<file path="src/rtl/rvc_pkg.sv">
package rvc_pkg;
  localparam int PARCEL_W = 16;
  localparam int WORD_W   = 32;
  localparam int REG_W    = 5;

  localparam logic [6:0] OPC_LOAD  = 7'h03;
  localparam logic [6:0] OPC_IMM   = 7'h13;
  localparam logic [6:0] OPC_IMM32 = 7'h1b;
  localparam logic [6:0] OPC_STORE = 7'h23;
  localparam logic [6:0] OPC_OP    = 7'h33;
  localparam logic [6:0] OPC_LUI   = 7'h37;
  localparam logic [6:0] OPC_OP32  = 7'h3b;
  localparam logic [6:0] OPC_BR    = 7'h63;
  localparam logic [6:0] OPC_JALR  = 7'h67;
  localparam logic [6:0] OPC_JAL   = 7'h6f;
  localparam logic [WORD_W-1:0] BREAK_WORD = 32'h0010_0073;
  localparam logic [6:0] F7_ALT    = 7'b0100000;

  localparam logic [REG_W-1:0] X0 = 5'd0;
  localparam logic [REG_W-1:0] X1 = 5'd1;
  localparam logic [REG_W-1:0] X2 = 5'd2;

  // immediates pre-built per format, already sized for their target field
  typedef struct packed {
    logic [11:0] ciw;
    logic [11:0] wofs;
    logic [11:0] dofs;
    logic [11:0] i6;
    logic [11:0] sh;
    logic [11:0] sp16;
    logic [19:0] up;
    logic [12:0] br;
    logic [20:0] jo;
    logic [11:0] lwsp;
    logic [11:0] ldsp;
    logic [11:0] swsp;
    logic [11:0] sdsp;
  } rvc_imms_t;

  function automatic logic [31:0] enc_i(logic [11:0] imm, logic [4:0] rs1,
                                        logic [2:0] f3, logic [4:0] rd, logic [6:0] op);
    return {imm, rs1, f3, rd, op};
  endfunction

  function automatic logic [31:0] enc_s(logic [11:0] imm, logic [4:0] rs2,
                                        logic [4:0] rs1, logic [2:0] f3);
    return {imm[11:5], rs2, rs1, f3, imm[4:0], OPC_STORE};
  endfunction

  function automatic logic [31:0] enc_b(logic [12:1] imm, logic [4:0] rs1, logic [2:0] f3);
    return {imm[12], imm[10:5], X0, rs1, f3, imm[4:1], imm[11], OPC_BR};
  endfunction

  function automatic logic [31:0] enc_j(logic [20:1] imm);
    return {imm[20], imm[10:1], imm[11], imm[19:12], X0, OPC_JAL};
  endfunction

  function automatic logic [31:0] enc_r(logic [6:0] f7, logic [4:0] rs2, logic [4:0] rs1,
                                        logic [2:0] f3, logic [4:0] rd, logic [6:0] op);
    return {f7, rs2, rs1, f3, rd, op};
  endfunction

  function automatic logic [2:0] alu_f3(logic [1:0] sel);
    case (sel)
      2'b00:   return 3'b000;
      2'b01:   return 3'b100;
      2'b10:   return 3'b110;
      default: return 3'b111;
    endcase
  endfunction
endpackage

</file>
<file path="src/rtl/rvc_imm.sv">
module rvc_imm
  import rvc_pkg::*;
(
  input  logic [12:2] b,
  output rvc_imms_t   im
);
  always_comb begin
    im.ciw  = {2'b00, b[10:7], b[12:11], b[5], b[6], 2'b00};
    im.wofs = {5'b0, b[5], b[12:10], b[6], 2'b00};
    im.dofs = {4'b0, b[6:5], b[12:10], 3'b000};
    im.i6   = {{6{b[12]}}, b[12], b[6:2]};
    im.sh   = {6'b0, b[12], b[6:2]};
    im.sp16 = {{3{b[12]}}, b[4:3], b[5], b[2], b[6], 4'b0000};
    im.up   = {{14{b[12]}}, b[12], b[6:2]};
    im.br   = {{5{b[12]}}, b[6:5], b[2], b[11:10], b[4:3], 1'b0};
    im.jo   = {{10{b[12]}}, b[8], b[10:9], b[6], b[7], b[2], b[11], b[5:3], 1'b0};
    im.lwsp = {4'b0, b[3:2], b[12], b[6:4], 2'b00};
    im.ldsp = {3'b0, b[4:2], b[12], b[6:5], 3'b000};
    im.swsp = {4'b0, b[8:7], b[12:9], 2'b00};
    im.sdsp = {3'b0, b[9:7], b[12:10], 3'b000};
  end
endmodule

</file>
<file path="src/rtl/rvc_decode.sv">
module rvc_decode
  import rvc_pkg::*;
(
  input  logic [WORD_W-1:0] in_word,
  output logic [WORD_W-1:0] dec_word,
  output logic              dec_illegal,
  output logic              dec_wide
);
  localparam int FIELD_W = 3;

  rvc_imms_t im;
  logic [1:0]         quad;
  logic [2:0]         fn;
  logic [REG_W-1:0]   rf, r2, rcd, rcs;
  logic [WORD_W-1:0]  w;
  logic               bad;

  assign quad = in_word[1:0];
  assign fn   = in_word[15:13];
  assign rf   = in_word[11:7];
  assign r2   = in_word[6:2];
  assign rcd  = {2'b01, in_word[7 +: FIELD_W]};
  assign rcs  = {2'b01, in_word[2 +: FIELD_W]};

  rvc_imm u_imm (.b(in_word[12:2]), .im(im));

  always_comb begin
    w    = '0;
    bad  = 1'b0;
    dec_wide = 1'b0;
    case (quad)
      2'b00: case (fn)
        3'b000: begin
          bad = (im.ciw == '0);
          w   = enc_i(im.ciw, X2, 3'b000, rcs, OPC_IMM);
        end
        3'b010: w = enc_i(im.wofs, rcd, 3'b010, rcs, OPC_LOAD);
        3'b011: w = enc_i(im.dofs, rcd, 3'b011, rcs, OPC_LOAD);
        3'b110: w = enc_s(im.wofs, rcs, rcd, 3'b010);
        3'b111: w = enc_s(im.dofs, rcs, rcd, 3'b011);
        default: bad = 1'b1;
      endcase
      2'b01: case (fn)
        3'b000: w = enc_i(im.i6, rf, 3'b000, rf, OPC_IMM);
        3'b001: begin
          bad = (rf == X0);
          w   = enc_i(im.i6, rf, 3'b000, rf, OPC_IMM32);
        end
        3'b010: w = enc_i(im.i6, X0, 3'b000, rf, OPC_IMM);
        3'b011: begin
          if (rf == X2) begin
            bad = (im.sp16 == '0);
            w   = enc_i(im.sp16, X2, 3'b000, X2, OPC_IMM);
          end else begin
            bad = (rf == X0) || (im.sh == '0);
            w   = {im.up, rf, OPC_LUI};
          end
        end
        3'b100: case (in_word[11:10])
          2'b00: w = enc_i(im.sh, rcd, 3'b101, rcd, OPC_IMM);
          2'b01: w = enc_i(im.sh | 12'h400, rcd, 3'b101, rcd, OPC_IMM);
          2'b10: w = enc_i(im.i6, rcd, 3'b111, rcd, OPC_IMM);
          default: begin
            if (!in_word[12])
              w = enc_r((in_word[6:5] == 2'b00) ? F7_ALT : 7'd0, rcs, rcd,
                        alu_f3(in_word[6:5]), rcd, OPC_OP);
            else if (!in_word[6])
              w = enc_r(in_word[5] ? 7'd0 : F7_ALT, rcs, rcd, 3'b000, rcd, OPC_OP32);
            else
              bad = 1'b1;
          end
        endcase
        3'b101: w = enc_j(im.jo[20:1]);
        3'b110: w = enc_b(im.br[12:1], rcd, 3'b000);
        default: w = enc_b(im.br[12:1], rcd, 3'b001);
      endcase
      2'b10: case (fn)
        3'b000: w = enc_i(im.sh, rf, 3'b001, rf, OPC_IMM);
        3'b010: begin
          bad = (rf == X0);
          w   = enc_i(im.lwsp, X2, 3'b010, rf, OPC_LOAD);
        end
        3'b011: begin
          bad = (rf == X0);
          w   = enc_i(im.ldsp, X2, 3'b011, rf, OPC_LOAD);
        end
        3'b100: begin
          if (!in_word[12]) begin
            if (r2 == X0) begin
              bad = (rf == X0);
              w   = enc_i(12'd0, rf, 3'b000, X0, OPC_JALR);
            end else begin
              w = enc_r(7'd0, r2, X0, 3'b000, rf, OPC_OP);
            end
          end else if (r2 == X0) begin
            w = (rf == X0) ? BREAK_WORD : enc_i(12'd0, rf, 3'b000, X1, OPC_JALR);
          end else begin
            w = enc_r(7'd0, r2, rf, 3'b000, rf, OPC_OP);
          end
        end
        3'b110: w = enc_s(im.swsp, r2, X2, 3'b010);
        3'b111: w = enc_s(im.sdsp, r2, X2, 3'b011);
        default: bad = 1'b1;
      endcase
      default: begin
        w        = in_word;
        dec_wide = 1'b1;
      end
    endcase
  end

  assign dec_illegal = bad;
  assign dec_word    = bad ? '0 : w;
endmodule

</file>
<file path="src/rtl/rvc_stage.sv">
module rvc_stage #(
  parameter int DW = 34
) (
  input  logic          clk,
  input  logic          rst,
  input  logic          up_valid,
  output logic          up_ready,
  input  logic [DW-1:0] up_data,
  output logic          dn_valid,
  input  logic          dn_ready,
  output logic [DW-1:0] dn_data
);
  logic          v_q;
  logic [DW-1:0] d_q;

  assign up_ready = !v_q || dn_ready;

  always_ff @(posedge clk) begin
    if (rst)           v_q <= 1'b0;
    else if (up_ready) v_q <= up_valid;
  end

  always_ff @(posedge clk) begin
    if (up_valid && up_ready) d_q <= up_data;
  end

  assign dn_valid = v_q;
  assign dn_data  = d_q;
endmodule

</file>
<file path="src/rtl/rvc_expander.sv">
module rvc_expander
  import rvc_pkg::*;
(
  input  logic              clk,
  input  logic              rst,
  input  logic              in_valid,
  output logic              in_ready,
  input  logic [WORD_W-1:0] in_word,
  output logic              out_valid,
  input  logic              out_ready,
  output logic [WORD_W-1:0] out_word,
  output logic              out_illegal,
  output logic              out_wide
);
  localparam int PAY_W = WORD_W + 2;

  logic [WORD_W-1:0] dec_word;
  logic              dec_illegal, dec_wide;
  logic [PAY_W-1:0]  q_data;

  rvc_decode u_dec (
    .in_word(in_word), .dec_word(dec_word),
    .dec_illegal(dec_illegal), .dec_wide(dec_wide)
  );

  rvc_stage #(.DW(PAY_W)) u_stage (
    .clk(clk), .rst(rst),
    .up_valid(in_valid), .up_ready(in_ready),
    .up_data({dec_wide, dec_illegal, dec_word}),
    .dn_valid(out_valid), .dn_ready(out_ready), .dn_data(q_data)
  );

  assign out_word    = q_data[WORD_W-1:0];
  assign out_illegal = q_data[WORD_W];
  assign out_wide    = q_data[WORD_W+1];

  p_hold_r2: assert property (@(posedge clk) disable iff (rst)
    out_valid && !out_ready |=> out_valid && $stable(out_word) && $stable(out_illegal) && $stable(out_wide));

  p_take_r2: assert property (@(posedge clk) disable iff (rst)
    in_valid && in_ready |=> out_valid);

  p_stall_r2: assert property (@(posedge clk) disable iff (rst)
    out_valid && !out_ready |-> !in_ready);

  p_zero_word_r12: assert property (@(posedge clk) disable iff (rst)
    out_valid && out_illegal |-> out_word == '0);

  p_wide_legal_r3: assert property (@(posedge clk) disable iff (rst)
    out_valid && out_wide |-> !out_illegal && out_word[1:0] == 2'b11);

  p_full_length_r13: assert property (@(posedge clk) disable iff (rst)
    out_valid && !out_illegal |-> out_word[1:0] == 2'b11);
endmodule

</file>
<file path="config.mk">
export PLATFORM = sky130hd
export DESIGN_NAME = rvc_expander
export DESIGN_NICKNAME = d
export VERILOG_FILES = /design/src/rtl/rvc_pkg.sv /design/src/rtl/rvc_imm.sv /design/src/rtl/rvc_decode.sv /design/src/rtl/rvc_stage.sv /design/src/rtl/rvc_expander.sv
export SDC_FILE = /design/constraint.sdc
export NUM_CORES = 1
export LEC_CHECK = 0
export BUFFER_PORTS_ARGS = -buffer_cell sky130_fd_sc_hd__clkbuf_2
export CAP_MARGIN = 15
export CORE_MARGIN = 2
export CORE_UTILIZATION = 40
export DETAILED_ROUTE_END_ITERATION = 8
export GPL_ROUTABILITY_DRIVEN = 0
export PLACE_DENSITY = 0.64
export SLEW_MARGIN = 20
export SYNTH_ARGS = -nofsm -noshare
export SYNTH_HDL_FRONTEND = slang
export SYNTH_SLANG_ARGS = --single-unit
</file>
<file path="constraint.sdc">
create_clock -name clk -period 2.3 [get_ports clk]
set_input_delay 0.115 -clock clk [delete_from_list [all_inputs] [get_ports clk]]
set_output_delay 0.115 -clock clk [all_outputs]
set_load 0.1 [all_outputs]
</file>
### Word-level counts from Yosys, hierarchy flattened

Index checks and enable logic that the tools add are counted.

* flip-flop bits (word level): 35
* input bits: 36
* output and inout bits: 36
* word-level logic and storage cells: 61

* eq/ne operators: 14
* mux-type cells: 26
* reduce and logical (&&, ||, !) cells: 18

Operators with widths (count)
* $pmux W32 S7: 1
* $pmux W32 S3: 2
* $pmux W32 S6: 1
* $pmux W30 S5: 1
* $mux W32: 4
* $logic_not A12 Y1: 3
* $mux W29: 1
* $mux W25: 1
* $mux W21: 1
* $eq A3 B3 Y1 const B: 4
* $mux W6: 2
* $logic_not A5 Y1: 2
* $pmux W1 S3: 3
* $pmux W3 S3: 1
* $reduce_or A3 Y1: 3
* $mux W1: 7
* $eq A2 B1 Y1 const B: 3
* $eq A2 B2 Y1 const B: 3
* $eq A3 B2 Y1 const B: 2
* $logic_not A2 Y1: 3
* $eq A5 B2 Y1 const B: 1
* $reduce_or A4 Y1: 1
* $eq A3 B1 Y1 const B: 1
* $logic_not A3 Y1: 1
* 5 further kinds: 6

### Depth between registers and ports, before layout

* word-level depth: 6
* mapped depth: 10
* depth with buffers taken out: 6

### By module

From an unflattened synthesis, not the netlist that was laid out.

* cell total of the unflattened synthesis: 723
* area, all modules: 5427.7 um^2

Modules (own cells, without submodules)
* rvc_decode: times used 1, cells an instance 509, area an instance 3041.7 um^2, sequential area each 0.0 um^2
* rvc_imm: times used 1, cells an instance 175, area an instance 1310.0 um^2, sequential area each 0.0 um^2
* rvc_stage: times used 1, cells an instance 39, area an instance 1076.0 um^2, sequential area each 1041.0 um^2

### Least setup slack after synthesis

OpenSTA, ideal clock, no wires.

* kind: register to register
* start point: register u_stage.v_q, in the netlist u_stage.dn_valid
* end point: register u_stage.d_q[0], in the netlist u_stage.dn_data[0] (enable)
* setup time: 0.415 ns
* arrival: 2.572 ns
* required time: 1.885 ns
* setup slack: -0.688 ns
* stages on the path, launching flop included: 3
* buffers on the path: 0
* period minus slack after synthesis: 2.988 ns
* cells stage by stage: dfxtp_1 -> nand2b_1 -> and2_1

* cells in the longest elaborated chain, start to end: 3

RTL lines
* from (decl): line rvc_stage.sv:13 `logic v_q;`
* from (signal assigned): line rvc_stage.sv:20 `else if (up_ready) v_q <= up_valid;`
* $logic_not A1 Y1: line rvc_stage.sv:16 `assign up_ready = !v_q || dn_ready;`
* $logic_or A1 B1 Y1: line rvc_stage.sv:16
* net in_ready: line rvc_expander.sv:7 `output logic in_ready,`
* $logic_and A1 B1 Y1: line rvc_stage.sv:24 `if (up_valid && up_ready) d_q <= up_data;`
* to (signal assigned): line rvc_stage.sv:24
* to (decl): line rvc_stage.sv:14 `logic [DW-1:0] d_q;`

The timed path passes the listed nets, and every way through them passes these cells.
A chain may end at the register's enable or synchronous reset.

### Final worst setup path

* start point: input in_word[15]
* end point: register u_stage.d_q[14], in the netlist u_stage.dn_data[14], data pin

* cells in the longest elaborated chain, start to end: 4
* elaborated cells on any way between the ends: 18
* classes of those cells: eq/ne (7); mux (7); reduce/logical (4)

RTL lines
* from (decl): line rvc_expander.sv:8 `input logic [WORD_W-1:0] in_word,`
* $eq A3 B3 Y1 (tied with other cells): line rvc_decode.sv:32, rvc_decode.sv:43, rvc_decode.sv:77
* $reduce_or A3 Y1 (no line) (tied with other cells)
* $pmux W1 S3 / $pmux W1 S2 (equally long branches): line rvc_decode.sv:77, rvc_decode.sv:32
* $pmux W1 S3: line rvc_decode.sv:31 `case (quad)`

Parallel ways exist; a longest one is shown, timed or not.

==> impl_metrics.py <==
metrics = {
    "clock_network": {
        "clock-root-buffer": "sky130_fd_sc_hd__clkbuf_8",
        "clock_path_buffers": 2,
        "clk_pin_slew_ps": 70,
        "cts.hold.buffers_added": 1,
        "htree_levels": 2,
        "cts_tree": "yes",
        "clock_sinks": 35,
        "post-cts-setup-buffers": 0,
        "cts_resized": 0,
        "worst_skew_pair.late_latency_ps": 290,
        "tritoncts.num_buffers": 5,
    },
    "critical_path": {
        "crit_path_start_kind": "input pin",
        "required_ps": 2410,
        "cp_top_family": "buffers and inverters",
        "critPathKind": "in2reg",
        "crit_path_max_fanout": 29,
        "critical_path.endpoint_type": "flop",
        "rr_worst_depth": 2,
        "reg2reg_slack_ps": 860,
        "critPathBufInv": 3,
        "critical-path-slowest-cell": "sky130_fd_sc_hd__o31ai_1",
        "cp_slowest_stage_delay_ps": 320,
        "worst_r2r_startpoint": "u_stage.dn_valid",
        "crit_arrival_ps": 2010,
        "reg_to_reg_endpoint": "u_stage.dn_data[10]",
        "critical_path.cell_chain": "clkbuf_2 -> buf_4 -> and3b_1 -> nand4_1 -> o211a_1 -> and2_1 -> clkinv_4 -> o31ai_1",
    },
    "drt": {
        "average_detailed_routed_wire_length_per_instance_um": 20.0,
        "detailed_route_via_count": 3650,
        "drt_first_pass_iters": 7,
        "dr.first_iter.drc_count": 865,
        "drc": 0,
        "ant_nets": 0,
        "detail_route.vias_per_cell": 6.59,
        "wl_um": 11100,
    },
    "finish": {
        "n_fill_cell": 763,
        "post_route_cells_drive_above_1_share_pct": 28.3,
        "fin_nets": 487,
        "area.growth.synth_to_final_pct": 21.0,
        "final_cells": 554,
        "antenna_cells_inserted": 0,
    },
    "min_path": {
        "worstHoldPathCells": 3,
        "worst_hold_path.endpoint": "u_stage.dn_valid",
        "hold_path_startpoint": "in_valid",
        "min-delay-path-class": "in2reg",
    },
    "placement": {
        "place.detailed.hpwl_um": 7840,
        "placed_cells": 545,
        "io_buffer_count": 71,
    },
    "power_and_ir_drop": {
        "power.switching_mw": 0.936,
        "power.share.clock_pct": 22.8,
        "share_seq_of_total_power_pct": 35.7,
        "vdd.ir_drop.worst_v": 0.000163,
        "cell_internal_pwr_mw": 1.25,
        "switching_share_pct": 42.9,
        "total_leakage_power_nw": 1.44,
        "pwr-share-comb_pct": 41.4,
        "finalPower_mw": 2.18,
        "power.density_nw_per_um2": 585,
    },
    "logic_synthesis": {
        "postSynthCellCount": 384,
        "dominantRegCellSynth": "sky130_fd_sc_hd__edfxtp_1",
        "ys_async_sr_fraction_pct": 0,
        "avgSynthCellArea_um2": 8.03,
        "syn-cell-area_um2": 3080,
        "yosysSeqAreaShare_pct": 33.8,
        "synth.ff_latch_count": 35,
        "yosysTopAreaCell": "sky130_fd_sc_hd__edfxtp_1",
        "mappedNetlistNets": 420,
        "synth_enable_flop_cells": 34,
        "ys_types": 65,
        "synth_top_area_share_pct": 33.1,
        "synth_top_area_cells": "sky130_fd_sc_hd__edfxtp_1 (33%), sky130_fd_sc_hd__o21ai_0 (5.0%), sky130_fd_sc_hd__a21oi_1 (4.4%), sky130_fd_sc_hd__nand2_1 (4.3%), sky130_fd_sc_hd__a31oi_1 (3.7%)",
        "yosys_warnings": 0,
    },
    "run": {
        "maxCapViolations": 0,
    },
    "timing": {
        "tightestPinTransition_ps": 783,
        "maxSlewViolCount": 0,
        "min_period_over_period_pct": 82.6,
        "slew-limit-headroom_pct": 47.8,
        "maxClockFrequency_mhz": 526,
        "finClkSkew_ps": 5.09,
        "minimum_clock_period_ps": 1900,
        "hold_viol": 0,
        "setup_viol_count_final": 0,
        "finalSetupTns_ps": 0,
        "grt_setup_unrepaired": "false",
    },
    "outcome": {
        "status": "completed",
    },
    "global_routing": {
        "grt_remaining_overflow": 0,
        "grt.total_usage_pct": 26.1,
        "grt_max_degree": 40,
        "first_global_vias": 3314,
        "grt_pass1_wl_um": 17600,
        "grt_antenna_before_repair": 0,
    },
    "die": {
        "num_rows": 32,
        "die_height_um": 91.8,
        "core_area_um2": 7610,
        "pin_count": 72,
        "dieArea_um2": 8430,
        "floorplan.initialDensity_pct": 40.5,
        "die_w_um": 91.8,
    },
}
[final cells by class]
class | count | area, um2 | share of cell area, %
Multi-Input combinational cell | 296 | 1810 | 48.5
Inverter | 11 | 46.3 | 1.24
Tap cell | 102 | 128 | 3.42
Timing Repair Buffer | 102 | 603 | 16.2
Sequential cell | 35 | 1040 | 27.9
Clock buffer | 7 | 96.3 | 2.58
Clock inverter | 1 | 7.51 | 0.201
[worst register-to-register path, delay by kind of cell, from the launching register on]
kind / cells / cell delay [ps]
DFF: 1 / 330
and+or+nand+nor: 2 / 740
[synth_stat cells (3+ instances only)]
| cell | instances |
|---|---|
| sky130_fd_sc_hd__and3_1 | 5 |
| sky130_fd_sc_hd__o2111ai_1 | 3 |
| sky130_fd_sc_hd__a211oi_1 | 6 |
| sky130_fd_sc_hd__nand2b_1 | 8 |
| sky130_fd_sc_hd__nand3_1 | 11 |
| sky130_fd_sc_hd__o21ai_0 | 31 |
| sky130_fd_sc_hd__o31ai_1 | 5 |
| sky130_fd_sc_hd__clkbuf_1 | 30 |
| sky130_fd_sc_hd__a32o_1 | 3 |
| sky130_fd_sc_hd__a31oi_1 | 18 |
| sky130_fd_sc_hd__nor3b_1 | 3 |
| sky130_fd_sc_hd__buf_6 | 3 |
| sky130_fd_sc_hd__o211ai_1 | 9 |
| sky130_fd_sc_hd__a311oi_1 | 4 |
| sky130_fd_sc_hd__nor2_1 | 28 |
| sky130_fd_sc_hd__nor3_1 | 16 |
| sky130_fd_sc_hd__and2_1 | 6 |
| sky130_fd_sc_hd__buf_1 | 7 |
| sky130_fd_sc_hd__edfxtp_1 | 34 |
| sky130_fd_sc_hd__inv_1 | 9 |
| sky130_fd_sc_hd__a32oi_1 | 4 |
| sky130_fd_sc_hd__o22ai_1 | 3 |
| sky130_fd_sc_hd__a41oi_1 | 3 |
| sky130_fd_sc_hd__nand2_1 | 35 |
| sky130_fd_sc_hd__a21o_1 | 5 |
| sky130_fd_sc_hd__nor2b_1 | 7 |
| sky130_fd_sc_hd__a21oi_2 | 3 |
| sky130_fd_sc_hd__a22oi_1 | 5 |
| sky130_fd_sc_hd__a21oi_1 | 27 |
| sky130_fd_sc_hd__nand4_1 | 6 |
[state kept, by name (all words and copies together) (netlist names)]
register and count:
u_stage.dn_valid 1, u_stage.dn_data 34
[logic make-up (layout without fill, tap and decap cells)]
| family | count (synthesis) | count (layout) | share of synthesized area, % |
|---|---|---|---|
| flip-flops | 35 | 35 | 33.8 |
| AND/OR/NAND/NOR | 142 | 142 | 24.3 |
| multiplexers | 2 | 2 | 0.730 |
| buffers and inverters | 53 | 121 | 7.75 |
| AO/OA/AOI/OAI | 152 | 152 | 33.5 |
[worst max path at each step]
stage / startpoint / end / slack (ps) / depth (start not counted)
detailed placement: in_word[15] / u_stage.dn_data[11] / 150 / 8
global placement: in_word[15] / u_stage.dn_data[11] / 190 / 8
CTS: in_word[15] / u_stage.dn_data[11] / 440 / 8
finish: in_word[15] / u_stage.dn_data[14] / 400 / 8
global route: in_word[15] / u_stage.dn_data[18] / 240 / 8
floorplan: u_stage.dn_valid / u_stage.dn_data[0] / 300 / 2
[metrics by stage]
step	setup slack, ps	util (%)	hold WS, ps	cell area, um2
3_3_place_gp	187	47.5	262	3620
3_5_place_dp	147	47.5	268	3620
6_report	399	49.0	40.3	3730
5_1_grt	241	49.0	52.0	3730
2_1_floorplan	300	-	177	3090
4_1_cts	440	49.0	36.2	3730
[placed cells by master, fill, tap and decap left out, types with 9 or more instances in the layout]
cell | synthesis | routed
sky130_fd_sc_hd__edfxtp_1 | 34 | 34
sky130_fd_sc_hd__nor3_1 | 16 | 16
sky130_fd_sc_hd__a21oi_1 | 27 | 27
sky130_fd_sc_hd__clkbuf_2 | 0 | 71
sky130_fd_sc_hd__o21ai_0 | 31 | 31
sky130_fd_sc_hd__inv_1 | 9 | 9
sky130_fd_sc_hd__a31oi_1 | 18 | 18
sky130_fd_sc_hd__nor2_1 | 28 | 28
sky130_fd_sc_hd__buf_4 | 0 | 29
sky130_fd_sc_hd__nand3_1 | 11 | 11
sky130_fd_sc_hd__nand2_1 | 35 | 35
sky130_fd_sc_hd__o211ai_1 | 9 | 9
[power groups by stage]
stage	combinational, mW	clock [mW]	sequential [mW]
floorplan	0.312	0	1.17
global placement	0.883	0	0.793
detailed placement	0.883	0	0.795
CTS	0.886	0.512	0.780
global route	0.943	0.526	0.784
finish	0.904	0.498	0.779
[per-layer routing]
layer	vias up	track usage [%]	routed length (um)
met2	342	38.9	4800
li1	1614	-	-
met4	0	12.9	635
met3	77	6.16	1450
met1	1617	35.3	4170
met5	-	0	0
(Power assumes the default switching activity.)
